[config.mk]
export PLATFORM = sky130hd
export DESIGN_NAME = iq_burst_capture
export DESIGN_NICKNAME = d
export VERILOG_FILES = /design/src/rtl/iq_burst_capture.sv
export SDC_FILE = /design/constraint.sdc
export NUM_CORES = 1
export LEC_CHECK = 0
export ABC_AREA = 1
export BUFFER_PORTS_ARGS = -buffer_cell sky130_fd_sc_hd__buf_2
export CORE_MARGIN = 3
export CORE_UTILIZATION = 55
export DETAILED_ROUTE_END_ITERATION = 10
export PLACE_DENSITY = 0.78
export SYNTH_ARGS = -nofsm -noshare
export SYNTH_HDL_FRONTEND = slang
export SYNTH_SLANG_ARGS = --single-unit
export TNS_END_PERCENT = 10
[constraint.sdc]
create_clock -name clk -period 3.2 [get_ports clk]
set_input_delay 0.32 -clock clk [delete_from_list [all_inputs] [get_ports clk]]
set_output_delay 0.32 -clock clk [all_outputs]
set_load 0.03 [all_outputs]
[src/rtl/iq_burst_capture.sv]
module iq_burst_capture #(
  parameter int DATA_W    = 10,
  parameter int NUM_PAIRS = 2101,
  parameter int HALF_DIV  = 50,
  parameter int SETTLE    = 12,
  localparam int IDX_W = (NUM_PAIRS > 1) ? $clog2(NUM_PAIRS) : 1,
  localparam int CNT_W = (HALF_DIV > 1) ? $clog2(HALF_DIV) : 1
) (
  input  logic              clk,
  input  logic              rst_n,
  input  logic              trig,
  input  logic [DATA_W-1:0] adc_data,
  output logic              adc_clk,
  output logic              adc_sel,
  output logic              wr_en,
  output logic [IDX_W-1:0]  wr_idx,
  output logic [DATA_W-1:0] wr_i,
  output logic [DATA_W-1:0] wr_q,
  output logic              done
);

  localparam logic [CNT_W-1:0] CNT_LAST  = CNT_W'(HALF_DIV - 1);
  localparam logic [CNT_W-1:0] CNT_LATCH = CNT_W'(SETTLE);
  localparam logic [IDX_W-1:0] IDX_LAST  = IDX_W'(NUM_PAIRS - 1);

  logic              trig_q;
  logic              busy;
  logic              phase;
  logic [CNT_W-1:0]  cnt;
  logic [IDX_W-1:0]  idx;
  logic [DATA_W-1:0] i_hold;

  wire trig_edge = trig & ~trig_q;
  wire at_latch  = busy && (cnt == CNT_LATCH);
  wire at_end    = busy && (cnt == CNT_LAST);

  assign adc_clk = phase;
  assign adc_sel = phase;

  always_ff @(posedge clk or negedge rst_n) begin
    if (!rst_n) begin
      trig_q <= 1'b0;
      busy   <= 1'b0;
      phase  <= 1'b0;
      cnt    <= '0;
      idx    <= '0;
      i_hold <= '0;
      wr_en  <= 1'b0;
      wr_idx <= '0;
      wr_i   <= '0;
      wr_q   <= '0;
      done   <= 1'b0;
    end else begin
      trig_q <= trig;
      wr_en  <= 1'b0;
      done   <= 1'b0;
      if (!busy) begin
        if (trig_edge) begin
          busy  <= 1'b1;
          phase <= 1'b1;
          cnt   <= '0;
          idx   <= '0;
        end
      end else begin
        if (at_latch) begin
          if (phase) begin
            i_hold <= adc_data;
          end else begin
            wr_en  <= 1'b1;
            wr_idx <= idx;
            wr_i   <= i_hold;
            wr_q   <= adc_data;
          end
        end
        if (at_end) begin
          cnt   <= '0;
          phase <= ~phase;
          if (!phase) begin
            if (idx == IDX_LAST) begin
              busy  <= 1'b0;
              phase <= 1'b0;
              done  <= 1'b1;
            end else begin
              idx <= idx + 1'b1;
            end
          end
        end else begin
          cnt <= cnt + 1'b1;
        end
      end
    end
  end

  assert_idle_low_R1: assert property (@(posedge clk) disable iff (!rst_n)
    !busy |-> !adc_clk);

  assert_start_R3: assert property (@(posedge clk) disable iff (!rst_n)
    $rose(busy) |-> (adc_clk && cnt == '0 && idx == '0));

  assert_toggle_at_limit_R4: assert property (@(posedge clk) disable iff (!rst_n)
    (busy && $past(busy) && (adc_clk != $past(adc_clk))) |-> ($past(cnt) == CNT_LAST));

  assert_strobe_single_R6: assert property (@(posedge clk) disable iff (!rst_n)
    wr_en |=> !wr_en);

  assert_strobe_in_low_R6: assert property (@(posedge clk) disable iff (!rst_n)
    wr_en |-> (!adc_sel && wr_idx <= IDX_LAST));

  assert_done_pulse_R7: assert property (@(posedge clk) disable iff (!rst_n)
    done |=> !done);

  assert_done_idle_R7: assert property (@(posedge clk) disable iff (!rst_n)
    done |-> (!busy && !adc_clk));

  assert_no_restart_R8: assert property (@(posedge clk) disable iff (!rst_n)
    (busy && $past(busy)) |-> (idx >= $past(idx)));

endmodule

==> flow_summary.yaml <==
logic_synthesis:
  synth-seq-cells: 65
  yosys-top-cells-count: "nand2_1, dfrtp_1, inv_1, o21ai_1, nor2_1"
  synth_simple_gate_area_share: 0.264
  synth_xor_area_frac: 0.0117
  async_flop_share: 1.00
  synthCells: 358
  synth_edf_count: 0
  synth_top_cell_area_share: 0.542
  netlist_top_cells_area: "dfrtp_1, nand2_1, o21ai_1"
  synth_top_flop_cell: "dfrtp_1"
  ys_seq_area_frac: 0.542
  synth_warnings: 0
  synth-compound-area-share: 0.0829
  yosys.cell_types.count: 28
  yosysTopAreaCell: "dfrtp_1"
  synthesis.nets: 376
  syn_area_per_cell_sq_um: 8.39
  synthMuxAreaShare: 0
  netlist_area_sq_um: 3000
  synthAdderAreaFrac: 0.0208
  synth_top_family_by_area: "simple AND/OR/NAND/NOR gates"
  synth.most_common_cell: "nand2_1"
clock_tree:
  cts_tree: "yes"
  cts_max_path_buffers: 2
  clk_latency_ns: 0.34
  holdBufCountCts: 0
  numClockSinks: 65
  cts_root_buf: "clkbuf_8"
  post-cts-setup-buffer-count: 0
  cts_resized: 0
  clkTransAtPathRegs_ns: 0.07
  h-tree-depth: 3
  numCtsBuffers: 9
grt:
  grt_max_degree: 66
  grt_usage: 0.207
  grt_pass1_wl_mm: 10.1
  first_global_vias: 2279
  grt_overflow: 0
  grt_antenna_before_repair: 0
worst_setup_path:
  crit_type: "flop to flop"
  path_max_fanout: 54
  worstRegToRegCells: 6
  required_ns: 3.48
  reg2reg_to: "wr_i[5]$_DFFE_PN0P_"
  rr_startpoint: "busy$_DFF_PN0_"
  crit_arrival_ns: 2.29
  rrSetupSlack_ns: 1.19
  cp-end-kind: "flop"
  start_kind: "flop"
die:
  core_area_sq_um: 5200
  io-pin-count: 49
  start_util: 0.577
  die_w_microns: 79.9
  die_area_sq_um: 6380
  rows: 26
  die_h_microns: 79.9
timing:
  maxSlewHeadroom: 0.480
  finalHoldViolations: 0
  slew_viol_final: 0
  rsz0062_at_grt: "false"
  period_share: 0.628
  setup-tns-final_ns: 0
  setup_viol: 0
  tightestPinTransition_ns: 0.779
  fin_skew_ns: 0.00689
  whs_ns: 0.132
  max_freq_ghz: 0.498
  post-route-min-period_ns: 2.01
drt:
  routed_wl_mm: 5.80
  drtAntennaViolNets: 0
  num_vias: 2381
  top_layer: "met4"
  drc: 0
  via_per_inst: 4.98
  wl_per_cell_microns: 12.1
  m1WireLength_mm: 2.60
  first_pass_iters: 4
  met3_length_microns: 270
  dr.first_iter.drc_count: 87
  wl_met2_mm: 2.83
placed_design:
  numPortBuffers: 48
  dp_hpwl_mm: 4.08
  place_congestion: 0.858
cells_and_area:
  multiInputGateArea_sq_um: 1140
  regArea_sq_um: 1630
  n_antenna_cell: 0
  nets: 421
  fill_cells: 439
  syn2layout_area_growth_pct: 14.8
  layout-drive-gt1-share: 0.206
pwr:
  sw_frac_of_total: 0.376
  power_leakage_nw: 1.87
  switchingPower_mw: 1.08
  sequentialPowerShare: 0.431
  p_comb_frac: 0.316
  p_int_mw: 1.80
  max-vdd-ir-drop_mv: 0.428
  p_per_area_nw_per_um2: 836
  clkPwrFrac: 0.253
run_status:
  status: "complete, no violations"
min_path:
  hp-class: "primary input to async pin"
run:
  cap_viol_max_count: 0
power groups by stage:
| stage | Combinational [mW] | Sequential, mW | Clock (mW) |
|---|---|---|---|
| 6_report | 0.911 | 1.24 | 0.728 |
| 5_1_grt | 1.03 | 1.27 | 0.780 |
| 4_1_cts | 0.927 | 1.24 | 0.749 |
| 3_5_place_dp | 0.922 | 1.26 | 0 |
| 3_3_place_gp | 0.891 | 1.25 | 0 |
| 2_1_floorplan | 0.431 | 1.49 | 0 |
placed cells by master, fill, tap and decap left out, types with 6 or more instances in the layout:
| cell type | count |
|---|---|
| inv_1 | 31 |
| dfrtp_1 | 65 |
| nor2_1 | 26 |
| clkbuf_8 | 9 |
| a21oi_1 | 6 |
| nand2_1 | 134 |
| buf_2 | 48 |
| nand3_1 | 10 |
| o21ai_1 | 30 |
worst max path at each step:
stage                             startpoint             endpoint  slack (ns)  cells past startpoint
after floorplan           idx[0]$_DFFE_PN0P_   idx[3]$_DFFE_PN0P_        1.79                     10
after global placement        busy$_DFF_PN0_  wr_i[0]$_DFFE_PN0P_        1.26                      6
after detailed placement      busy$_DFF_PN0_  wr_i[5]$_DFFE_PN0P_        1.19                      6
after CTS                     busy$_DFF_PN0_  wr_i[5]$_DFFE_PN0P_        1.17                      6
after global routing          busy$_DFF_PN0_  wr_i[5]$_DFFE_PN0P_        0.89                      6
final                         busy$_DFF_PN0_  wr_i[5]$_DFFE_PN0P_        1.19                      6
worst max-delay path, cell delays in order (launching register included):
cell	delay (ns)
dfrtp_1	0.64
nand2_1	0.12
nor2_2	0.17
nand3_4	0.46
inv_2	0.38
nand2_1	0.09
nand2_1	0.07
metrics by stage:
step                      setup WS [ns]  cell area (sq um)   util  power (mW)  std cells
after floorplan                    1.79               3000      -        1.92        358
after global placement             1.26               3240  0.622        2.14        462
after detailed placement           1.19               3240  0.622        2.18        462
after CTS                          1.17               3450  0.662        2.92        478
after global routing              0.892               3450  0.662        3.09        478
final                              1.19               3450  0.662        2.88        478
sequential cells by signal, indices dropped and copies added (netlist names):
name,cells
adc_clk,1
busy,1
cnt,6
done,1
i_hold,10
idx,12
trig_q,1
wr_en,1
wr_i,10
wr_idx,12
wr_q,10
routing by layer:
metal  track usage  vias to the layer above
met5             0                        -
met4         0.101                        0
met3        0.0553                       12
met2         0.334                       56
met1         0.255                     1110
li1              -                     1203
cell families after synthesis:
logic type	Yosys count
fa+ha+maj	5
compound gates	47
flops	65
buf+inv	51
simple gates	186
xor+xnor	4
final cells by class:
cell class,instances,share of cell area
Sequential cell,65,0.472
Multi-Input combinational cell,242,0.331
Timing Repair Buffer,49,0.0719
Inverter,36,0.0392
Clock buffer,10,0.0370
Tap cell,70,0.0254
Clock inverter,6,0.0240
No activity file was read; power rests on OpenSTA's default activity.
